$ cat src/rtl/dram_pm_pkg.sv
package dram_pm_pkg;

  typedef enum logic [2:0] {
    M_ACTIVE = 3'd0,
    M_PD     = 3'd1,
    M_SR     = 3'd2,
    M_SRCG   = 3'd3,
    M_SRPD   = 3'd4,
    M_SB     = 3'd5
  } pm_mode_e;

  typedef enum logic [1:0] {
    PH_STABLE = 2'd0,
    PH_ENTER  = 2'd1,
    PH_EXIT   = 2'd2
  } pm_phase_e;

  localparam logic [1:0] KIND_LP4 = 2'b10;
  localparam int SCALE_SHIFT = 10;
  localparam int NUM_LP_MODES = 5;

endpackage

$ cat src/rtl/pm_idle_counter.sv
module pm_idle_counter #(
  parameter int CNT_W = 20
) (
  input  logic             clk,
  input  logic             rst_n,
  input  logic             clear,
  output logic [CNT_W-1:0] count
);
  localparam logic [CNT_W-1:0] CNT_MAX = {CNT_W{1'b1}};

  always_ff @(posedge clk) begin
    if (!rst_n || clear) begin
      count <= '0;
    end else if (count != CNT_MAX) begin
      count <= count + 1'b1;
    end
  end
endmodule

$ cat src/rtl/pm_mode_select.sv
module pm_mode_select
  import dram_pm_pkg::*;
#(
  parameter int CNT_W = 20,
  parameter int PD_W  = 16,
  parameter int SCL_W = 8,
  parameter int SB_W  = 20
) (
  input  logic [CNT_W-1:0] count,
  input  logic [1:0]       dram_kind,
  input  logic [PD_W-1:0]  thr_pd,
  input  logic [SCL_W-1:0] thr_sr,
  input  logic [SCL_W-1:0] thr_srcg,
  input  logic [SCL_W-1:0] thr_srpd,
  input  logic [SB_W-1:0]  thr_sb,
  output pm_mode_e         target
);
  logic [CNT_W-1:0]        lim   [NUM_LP_MODES];
  logic [NUM_LP_MODES-1:0] allow;
  logic [NUM_LP_MODES-1:0] passed;
  logic [SCL_W-1:0]        scaled_raw [3];

  assign scaled_raw[0] = thr_sr;
  assign scaled_raw[1] = thr_srcg;
  assign scaled_raw[2] = thr_srpd;

  assign lim[0] = CNT_W'(thr_pd);
  assign lim[4] = CNT_W'(thr_sb);

  genvar g;
  generate
    for (g = 0; g < 3; g++) begin : g_scaled
      assign lim[g+1] = CNT_W'({scaled_raw[g], {SCALE_SHIFT{1'b0}}});
    end
  endgenerate

  assign allow = {1'b1, (dram_kind == KIND_LP4), 3'b111};

  generate
    for (g = 0; g < NUM_LP_MODES; g++) begin : g_pass
      assign passed[g] = allow[g] && (lim[g] != '0) && (count >= lim[g]);
    end
  endgenerate

  always_comb begin
    target = M_ACTIVE;
    for (int i = 0; i < NUM_LP_MODES; i++) begin
      if (passed[i]) target = pm_mode_e'(3'(i + 1));
    end
  end
endmodule

$ cat src/rtl/pm_fsm.sv
module pm_fsm
  import dram_pm_pkg::*;
(
  input  logic      clk,
  input  logic      rst_n,
  input  logic      bus_active,
  input  logic      mode_ack,
  input  pm_mode_e  target,
  output pm_phase_e phase,
  output pm_mode_e  cur,
  output pm_mode_e  req
);
  logic wake_pend;

  always_ff @(posedge clk) begin
    if (!rst_n) begin
      phase     <= PH_STABLE;
      cur       <= M_ACTIVE;
      req       <= M_ACTIVE;
      wake_pend <= 1'b0;
    end else begin
      unique case (phase)
        PH_STABLE: begin
          if (cur != M_ACTIVE && (bus_active || wake_pend)) begin
            phase     <= PH_EXIT;
            req       <= M_ACTIVE;
            wake_pend <= 1'b0;
          end else if (!bus_active && target > cur) begin
            phase <= PH_ENTER;
            req   <= target;
          end
        end
        PH_ENTER: begin
          if (bus_active) wake_pend <= 1'b1;
          if (mode_ack) begin
            cur   <= req;
            phase <= PH_STABLE;
          end
        end
        PH_EXIT: begin
          if (mode_ack) begin
            cur   <= M_ACTIVE;
            phase <= PH_STABLE;
          end
        end
        default: phase <= PH_STABLE;
      endcase
    end
  end
endmodule

$ cat src/rtl/pm_gate_map.sv
module pm_gate_map
  import dram_pm_pkg::*;
(
  input  pm_mode_e  cur,
  input  pm_phase_e phase,
  output logic      gate_ctrl,
  output logic      gate_pi,
  output logic      gate_phy,
  output logic      gate_dram
);
  logic hold;
  assign hold      = (phase != PH_EXIT);
  assign gate_ctrl = hold && (cur == M_SRCG || cur == M_SRPD || cur == M_SB);
  assign gate_pi   = hold && (cur == M_SB);
  assign gate_phy  = hold && (cur == M_SB);
  assign gate_dram = hold && (cur == M_SB);
endmodule

$ cat src/rtl/dram_idle_pm.sv
module dram_idle_pm
  import dram_pm_pkg::*;
#(
  parameter int PD_W  = 16,
  parameter int SCL_W = 8,
  parameter int SB_W  = 20
) (
  input  logic             clk,
  input  logic             rst_n,
  input  logic             bus_active,
  input  logic [1:0]       dram_kind,
  input  logic [PD_W-1:0]  thr_pd,
  input  logic [SCL_W-1:0] thr_sr,
  input  logic [SCL_W-1:0] thr_srcg,
  input  logic [SCL_W-1:0] thr_srpd,
  input  logic [SB_W-1:0]  thr_sb,
  input  logic             mode_ack,
  output logic             enter_req,
  output logic             exit_req,
  output logic [2:0]       req_mode,
  output logic [2:0]       cur_mode,
  output logic             gate_ctrl_clk,
  output logic             gate_pi_clk,
  output logic             gate_phy_clk,
  output logic             gate_dram_clk
);
  localparam int SCL_CYC_W = SCL_W + SCALE_SHIFT;
  localparam int W_A       = (PD_W > SB_W) ? PD_W : SB_W;
  localparam int CNT_W     = (W_A > SCL_CYC_W) ? W_A : SCL_CYC_W;

  logic [CNT_W-1:0] idle_cnt;
  pm_mode_e         target;
  pm_mode_e         cur;
  pm_mode_e         req;
  pm_phase_e        phase;

  pm_idle_counter #(.CNT_W(CNT_W)) u_cnt (
    .clk   (clk),
    .rst_n (rst_n),
    .clear (bus_active),
    .count (idle_cnt)
  );

  pm_mode_select #(
    .CNT_W (CNT_W),
    .PD_W  (PD_W),
    .SCL_W (SCL_W),
    .SB_W  (SB_W)
  ) u_sel (
    .count     (idle_cnt),
    .dram_kind (dram_kind),
    .thr_pd    (thr_pd),
    .thr_sr    (thr_sr),
    .thr_srcg  (thr_srcg),
    .thr_srpd  (thr_srpd),
    .thr_sb    (thr_sb),
    .target    (target)
  );

  pm_fsm u_fsm (
    .clk        (clk),
    .rst_n      (rst_n),
    .bus_active (bus_active),
    .mode_ack   (mode_ack),
    .target     (target),
    .phase      (phase),
    .cur        (cur),
    .req        (req)
  );

  pm_gate_map u_gate (
    .cur       (cur),
    .phase     (phase),
    .gate_ctrl (gate_ctrl_clk),
    .gate_pi   (gate_pi_clk),
    .gate_phy  (gate_phy_clk),
    .gate_dram (gate_dram_clk)
  );

  assign enter_req = (phase == PH_ENTER);
  assign exit_req  = (phase == PH_EXIT);
  assign req_mode  = req;
  assign cur_mode  = cur;
endmodule

$ cat config.mk
export PLATFORM = sky130hd
export DESIGN_NAME = dram_idle_pm
export DESIGN_NICKNAME = d
export VERILOG_FILES = /design/src/rtl/dram_pm_pkg.sv /design/src/rtl/pm_idle_counter.sv /design/src/rtl/pm_mode_select.sv /design/src/rtl/pm_fsm.sv /design/src/rtl/pm_gate_map.sv /design/src/rtl/dram_idle_pm.sv
export SDC_FILE = /design/constraint.sdc
export NUM_CORES = 1
export LEC_CHECK = 0
export BUFFER_PORTS_ARGS = -buffer_cell sky130_fd_sc_hd__buf_2
export CAP_MARGIN = 30
export CELL_PAD_IN_SITES_DETAIL_PLACEMENT = 0
export CELL_PAD_IN_SITES_GLOBAL_PLACEMENT = 1
export CORE_MARGIN = 2
export CORE_UTILIZATION = 39
export DETAILED_ROUTE_END_ITERATION = 8
export GPL_TIMING_DRIVEN = 1
export PLACE_DENSITY = 0.81
export SYNTH_ARGS = -nofsm -noshare
export SYNTH_HDL_FRONTEND = slang
export SYNTH_SLANG_ARGS = --single-unit
$ cat constraint.sdc
create_clock -name clk -period 4.8 [get_ports clk]
set_input_delay 0.24 -clock clk [delete_from_list [all_inputs] [get_ports clk]]
set_output_delay 0.24 -clock clk [all_outputs]
set_load 0.01 [all_outputs]
-- Word level (Yosys, flattened, before mapping)
Cells that the tools add are included.
- add/sub/neg operators: 1
- order comparisons: 6
- equality and inequality tests: 14
- muxes and demuxes: 17
- reduce and logical (&&, ||, !) cells: 31
- operator list (cell ; count):
    nonzero test 20 bit ; 5
    >= comparator 20 x 18 -> 1 bit ; 3
    two-way mux 3 bit ; 8
    adder 20 x 1 -> 20 bit, second input constant ; 1
    >= comparator 20 x 16 -> 1 bit ; 1
    >= comparator 20 bit ; 1
    != test 20 bit, second input constant ; 1
    logical AND 1 bit ; 10
    != test 2 bit, second input constant ; 4
    == test 3 bit, second input constant ; 2
    two-way mux 2 bit ; 3
    one-hot mux 3 bit (2 select lines) ; 1
    AND reduction 3 bit ; 2
    nonzero test 2 bit ; 3
    == test 2 bit, second input constant ; 2
    logical OR 1 bit ; 4
    != test 2 x 1 -> 1 bit, second input constant ; 2
    one-hot mux 2 bit (2 select lines) ; 1
    AND reduction 2 bit ; 2
    == test 3 x 2 -> 1 bit, second input constant ; 1
    > comparator 3 bit ; 1
    two-way mux 1 bit ; 3
    != test 3 x 1 -> 1 bit, second input constant ; 1
    nonzero test 3 bit ; 1
    other kinds (5) ; 6
- register bits: 29
- input port bits: 66
- output and inout port bits: 12
- word-level logic and storage cells: 74

-- Longest topological paths before layout
Gate-level depths: netlist (run 1).
- depth in word-level cells: 12
- mapped depth: 16
- mapped depth without buffers: 16

-- By module
From an unflattened synthesis (run 1), not the netlist that was laid out.
- cells, all modules: 436
- area total of the unflattened synthesis: 3378.2 um^2
- modules (own cells, without submodules) (module ; instances ; cells each ; area an instance (um^2) ; seq. area each (um^2)):
    pm_mode_select ; 1 ; 242 ; 1707.9 ; 0.0
    pm_idle_counter ; 1 ; 123 ; 1062.3 ; 400.4
    pm_fsm ; 1 ; 62 ; 540.5 ; 180.2
    pm_gate_map ; 1 ; 7 ; 52.6 ; 0.0
    dram_idle_pm ; 1 ; 2 ; 15.0 ; 0.0

-- Least setup slack after synthesis (run 1)
Ideal clock, no wire load.
- path kind: register -> register
- start point: register u_cnt.count[17]
- end point: register u_fsm.req[0]
- library setup time: 91 ps
- arrival time: 3220 ps
- data required time: 4709 ps
- setup slack: 1489 ps
- cell stages (with the launch flop): 15
- buffers on the path: 0
- period minus slack after synthesis: 3311 ps
- path through: dfxtp_1 > ha_1 > and4_1 > and2_2 > o41a_2 > a41oi_2 > o211ai_2 > nor2_2 > ha_1 > nor2b_1 > o21a_1 > o21ai_0 > a21bo_2 > nand2_1 > a311oi_1
- word-level cells in the longest chain between the ends: 11
- elaborated cells on any way between the ends: 21
- classes of those cells: order compare (6); mux (7); reduce/logical (8)
- RTL lines (item ; line ; RTL):
    start, declared ; pm_idle_counter.sv:7 ; output logic [CNT_W-1:0] count
    start signal, assigned ; pm_idle_counter.sv:15 ; count <= count + 1'b1;
    >= comparator 20 x 16 -> 1 bit ; pm_mode_select.sv:41 ; assign passed[g] = allow[g] && (lim[g] != '0) && (count >= lim[g]);
    logical AND 1 bit ; pm_mode_select.sv:41 ;
    two-way mux 1 bit ; pm_mode_select.sv:48 ; if (passed[i]) target = pm_mode_e'(3'(i + 1));
    two-way mux 3 bit (3 in series) ; pm_mode_select.sv:48 ;
    two-way mux 3 bit (*) ; pm_mode_select.sv:48 ;
    > comparator 3 bit ; pm_fsm.sv:28 ; end else if (!bus_active && target > cur) begin
    logical AND 1 bit ; pm_fsm.sv:28 ;
    nonzero test 2 bit (no line) ; - ;
    AND reduction 2 bit (no line) ; - ;
    end signal, assigned ; pm_fsm.sv:30 ; req <= target;
    end, declared ; pm_fsm.sv:11 ; output pm_mode_e req
Mark *: on every way between the ends. The rest lies on a longest branch, timed or not. The select of a mux whose other input is x is not followed.
A chain may end at the register's enable or synchronous reset.

-- Worst setup path in the final report (run 1)
Same ends and word-level chain as after synthesis.

==> impl_metrics.ini, run 1 <==
[run_status]
status = finished, final reports clean

[sta]
slew_violations = 0
period_needed_ns = 3.823
final_hold_viol_count = 0
min_period_over_period_pct = 79.64
setup_tns_ns = 0
rsz0062_at_grt = no
max_freq_ghz = 0.2616
worst_slew_pin_slew_ns = 0.7937
maxSlewHeadroom_pct = 47.09
fin_ws_ns = 0.9775
skew_ns = 0.006650
setup_viol = 0

[worst_setup_path]
critPathMaxFanout = 11
reg2reg_depth = 14
cp-end-kind = register
critPathLaunch = u_cnt.count[17]
r2r_end = u_fsm.req[0]
reg2reg_setup_slack_ns = 0.98
crit_end = u_fsm.req[0]
timing.rr.start = u_cnt.count[17]
required_ns = 4.99
cp_slowest_cell = dfxtp_1
cp_common_cell = ha_1
slowest_delay_ns = 0.59
start_kind = register
crit_type = reg -> reg
cp_data_arrival_time_ns = 4.01
cp_num_buf_inv = 0
cp.depth = 14
crit_chain = ha_1 -> and4_1 -> and2_2 -> o41a_2 -> a41oi_2 -> o211ai_2 -> nor2_2 -> ha_1 -> nor2b_1 -> o21a_1 -> o21ai_0 -> a21bo_2 -> nand2_1 -> a311oi_1
cp_top_family = compound AO/OA/AOI/OAI gates

[floorplanning]
core-area_um2 = 7807
start_util_pct = 40.54
die_area_um2 = 8854
dieWidth_um = 94.10
rows = 32
fp.dieH_um = 94.10
boundaryPins = 78

[clock_tree]
cts_root_buf = clkbuf_8
cts_tree = yes
hold_buffers = 0
postCtsSetupRepairBufs = 0
worstSkewPairLatency_ns = 0.28
htreeDepth = 2
cts_buffers = 5
cts_resized = 0
clkTransAtPathRegs_ns = 0.07
cts.sinks = 29
clockBufferDepth = 2

[global_routing]
grt_pass1_vias = 3007
grt_antenna_before_repair = 0
grt_pass1_wl_um = 13790
grt_max_degree = 21
grtUsageTotal_pct = 19.44
gr-total-overflow = 0

[logic_synthesis]
synthCells = 416
synth.avg_cell_area_um2 = 7.609
yosys_warnings = 0
synth_edf_count = 0
synth-seq-cells = 29
synth_flop_cell = dfxtp_1
synth_area_um2 = 3166
yosysUniqueCellTypes = 58
synth-seq-area-share_pct = 18.34
async_flop_share_pct = 0
synth_nets = 550

[final_layout]
drive_above_1_share_pct = 19.96
num_antenna_cells = 0
seqCellArea_um2 = 580.6
n_fill_cell = 812
layout_common_cells = buf_2 (77), inv_1 (70), ha_1 (68)
area_delta_synth_final_pct = 19.13
design_area_um2 = 3771
mostFrequentLayoutCell = buf_2
multi_input_area_um2 = 2295
nets = 629

[worst_hold_path]
hold_class = in -> reg

[power]
p_leak_nw = 1.994
p_per_area_nw_per_um2 = 161.5
ir_worst_vdd_mv = 0.1016

[drt]
drt-total-wl_um = 8147
drc_errors = 0
dr.pass1.iters = 4
ant_nets = 0
vias_per_cell = 5.221
drt-wirelength-per-cell_um = 13.62
num_vias = 3122
drt_iter0_drc = 94

[place]
place_congestion = 0.8002
post-place-ws_ns = 1.020
port_buffers = 77
place_area_um2 = 3651
hpwl_um = 6879

[flow_run]
maxCapViolCount = 0
-- per-layer routing --
metal	global-route usage, %	routed length (um)	up-vias
li1	-	-	1635
met1	26.87	4050	1412
met2	32.86	3720	73
met3	2.488	344	2
met4	2.899	31	0
met5	0	0	-
-- worst register-to-register path, stage by stage (launching register included) --
cell and delay, ns:
dfxtp_1 0.59, ha_1 0.33, and4_1 0.22, and2_2 0.19, o41a_2 0.37, a41oi_2 0.24, o211ai_2 0.16, nor2_2 0.16
ha_1 0.25, nor2b_1 0.13, o21a_1 0.15, o21ai_0 0.37, a21bo_2 0.26, nand2_1 0.06, a311oi_1 0.25
-- cell type report --
class                   count  area share, %
multi-input cells         312          60.85
flip-flops and latches     29          15.39
repair buffers             77          10.22
inverters                  70          6.967
well taps                 102          3.384
clock buffers               6          2.190
clock inverters             2         0.9954
-- kinds of logic after synthesis --
group	after synthesis	synth area share, %
adders and majority gates	68	26.88
AOI/OAI and AO/OA	76	15.93
and+or+nand+nor	153	25.49
xor gates and xnor gates	14	3.873
buffers and inverters	75	9.170
DFF	29	18.34
muxes	1	0.3162
-- registers in the layout, summed over array words and instances, names as in the netlist --
name	flops
u_fsm.phase	2
u_fsm.wake_pend	1
u_fsm.cur	3
u_cnt.count	20
u_fsm.req	3
-- where the power goes --
part,leakage [nW],internal [mW],switching [mW]
clock network,0.0574,0.169,0.103
registers,0.234,0.241,0.000974
logic,1.70,0.0432,0.0515
total,1.99,0.453,0.155
-- per-stage QoR --
step / utilization (%) / hold slack (ns) / std cells / total power [mW]
5_1_grt: 48.30 / 0.2540 / 598 / 0.6365
6_report: 48.30 / 0.2397 / 598 / 0.6089
2_1_floorplan: - / 0.3617 / 416 / 0.2948
4_1_cts: 48.30 / 0.2344 / 598 / 0.6114
3_5_place_dp: 46.76 / 0.5231 / 590 / 0.3429
3_3_place_gp: 46.76 / 0.5117 / 590 / 0.3407
-- synthesized netlist by cell type, types with 2 or more instances --
library cell	n	area [um2]
nand4_1	7	43.79
a31oi_1	4	25.02
nand3_1	13	65.06
a21o_1	2	15.01
nor3b_1	3	22.52
nor2b_1	5	31.28
buf_4	2	15.01
and4_1	5	43.79
o22ai_1	3	18.77
a211oi_1	5	37.54
nor3_1	10	50.05
a21oi_1	22	110.1
nand2_1	28	105.1
nor4_1	15	93.84
dfxtp_1	29	580.6
a22oi_1	4	30.03
a311oi_1	2	17.52
xnor2_1	4	35.03
clkbuf_1	2	7.510
ha_1	68	850.8
or2b_2	2	17.52
and2_1	4	25.02
o211ai_1	2	15.01
xor2_1	10	87.58
and3_1	3	18.77
or4_1	2	15.01
o21ai_0	17	85.08
nor2_1	44	165.2
inv_1	70	262.8
-- how the worst min path moves through the flow --
stage,cells after the start,slack [ns],to,startpoint
after global routing,2,0.25,u_fsm.phase[0],rst_n
final,2,0.24,u_fsm.phase[1],rst_n
after global placement,2,0.51,u_fsm.req[0],u_fsm.req[0]
after CTS,2,0.23,u_fsm.phase[1],rst_n
after floorplan,1,0.36,u_fsm.phase[1],rst_n
after detailed placement,2,0.52,u_fsm.req[0],u_fsm.req[0]
Power figures use the tool's default switching activity.
==> run 2: changes to the inputs <==
Settings changed: CORE_UTILIZATION 39 to 35, PLACE_DENSITY 0.81 to 0.77.
Clock period 4.8 ns to 3.2 ns, I/O delays scaled along.
==> impl_metrics.ini, run 2 (synthesized netlist as in run 1, its figures left out) <==
[worst_setup_path]
cp_slowest_cell = or4_4
cp_top_family = simple AND/OR/NAND/NOR gates
cp_data_arrival_time_ns = 3.34
cp_num_buf_inv = 0
slowest_delay_ns = 0.54
cp-end-kind = register
reg2reg_setup_slack_ns = 0.05
start_kind = register
crit_type = reg -> reg
critPathMaxFanout = 5
crit_chain = or4_4 -> or4b_1 -> nand3b_1 -> a41oi_2 -> o211ai_2 -> nor2_2 -> ha_1 -> nor2b_1 -> o21a_1 -> o21ai_2 -> a21bo_2 -> a21oi_2 -> a311oi_2
required_ns = 3.39

[global_routing]
gr-total-overflow = 0
grt_pass1_wl_um = 14110
grt_antenna_before_repair = 0
grt_pass1_vias = 3121
grt_max_degree = 21
grtUsageTotal_pct = 17.48

[clock_tree]
hold_buffers = 0
cts_buffers = 5
clockBufferDepth = 2
cts_tree = yes
worstSkewPairLatency_ns = 0.28
cts.sinks = 29
cts_root_buf = clkbuf_8
htreeDepth = 2
clkTransAtPathRegs_ns = 0.07

[final_layout]
area_delta_synth_final_pct = 35.73
drive_above_1_share_pct = 31.99
layout_common_cells = buf_2 (77), inv_1 (69), ha_1 (63)
nets = 677
fin_cells = 652
regMostFlops = u_cnt.count
n_fill_cell = 867
mostFrequentLayoutCell = buf_2
design_area_um2 = 4297
top_regs = u_cnt.count: 20 flops, u_fsm.cur: 3 flops, u_fsm.req: 3 flops
fin_util_pct = 49.03
num_antenna_cells = 0
largest_reg_flops = 20

[power]
p_total_uw = 922.1
p_per_area_nw_per_um2 = 214.6
p_leak_nw = 2.238
ir_worst_vdd_mv = 0.1858

[floorplanning]
core-area_um2 = 8763
dieWidth_um = 99.10
fp.dieH_um = 99.10
rows = 34
start_util_pct = 36.12
boundaryPins = 78
die_area_um2 = 9821

[sta]
min_period_over_period_pct = 98.50
setup_tns_ns = 0
worst_slew_pin_slew_ns = 0.8322
slew_violations = 0
max_freq_ghz = 0.3173
maxSlewHeadroom_pct = 44.52
skew_ns = 0.009133
period_needed_ns = 3.152
final_hold_viol_count = 0
rsz0062_at_grt = yes
setup_viol = 0

[place]
dp.cells = 629
place_congestion = 0.8223
place_area_um2 = 3908
hpwl_um = 7208
port_buffers = 77

[run_status]
status = finished, final reports clean

[drt]
num_vias = 3306
ant_nets = 0
drc_errors = 0
drt-wirelength-per-cell_um = 13.19
drt-total-wl_um = 8601
vias_per_cell = 5.071
dr.pass1.iters = 4
drt_iter0_drc = 107

[worst_hold_path]
hold_class = in -> reg

[flow_run]
maxCapViolCount = 0
==> run 2: per-stage QoR <==
stage,worst slack [ns],hold slack [ns]
CTS,0.008546,0.1540
floorplan,0.02356,0.2817
global placement,-0.04065,0.4510
global route,-0.09966,0.1775
detailed placement,-0.1529,0.4452
finish,0.04792,0.1614
==> run 2: power breakdown <==
part           internal (mW)  total (mW)  leakage, nW  switching (mW)
logic                 0.0726       0.154         1.94          0.0813
registers              0.358       0.360        0.239         0.00136
clock network          0.253       0.408       0.0574           0.155
total                  0.684       0.922         2.24           0.238
==> run 2: final cells by class <==
cell class / instances / area [um2] / share of cell area, %
Tap cell: 108 / 135.1 / 3.145
Inverter: 70 / 262.8 / 6.115
Multi-Input combinational cell: 312 / 2430 / 56.55
Clock inverter: 2 / 37.54 / 0.8736
Sequential cell: 29 / 603.1 / 14.04
Timing Repair Buffer: 125 / 745.7 / 17.36
Clock buffer: 6 / 82.58 / 1.922
==> run 2: repair_timing <==
item,4_1_cts,5_1_grt
pin swaps,8,17
gates resized for setup,18,22
buffers inserted,8,7
endpoints found under the setup margin,5,5
cloned,0,0
==> run 2: path summary, 6_finish.rpt <==
kind,start,endpoint,depth (start not counted)
worst max-delay path,u_cnt.count[5],u_fsm.req[0],13
worst min register to register,u_fsm.wake_pend,u_fsm.wake_pend,2
worst min-delay path,rst_n,u_fsm.phase[1],2
worst max register to register,u_cnt.count[5],u_fsm.req[0],13
==> run 2: routing by layer <==
layer  vias to the layer above  global-route usage, %  wire length, um
met5                         -                      0                0
met4                         0                  3.899               99
met3                         9                  2.038              310
met2                        64                  30.04             4040
met1                      1505                  23.57             4151
li1                       1728                      -                -
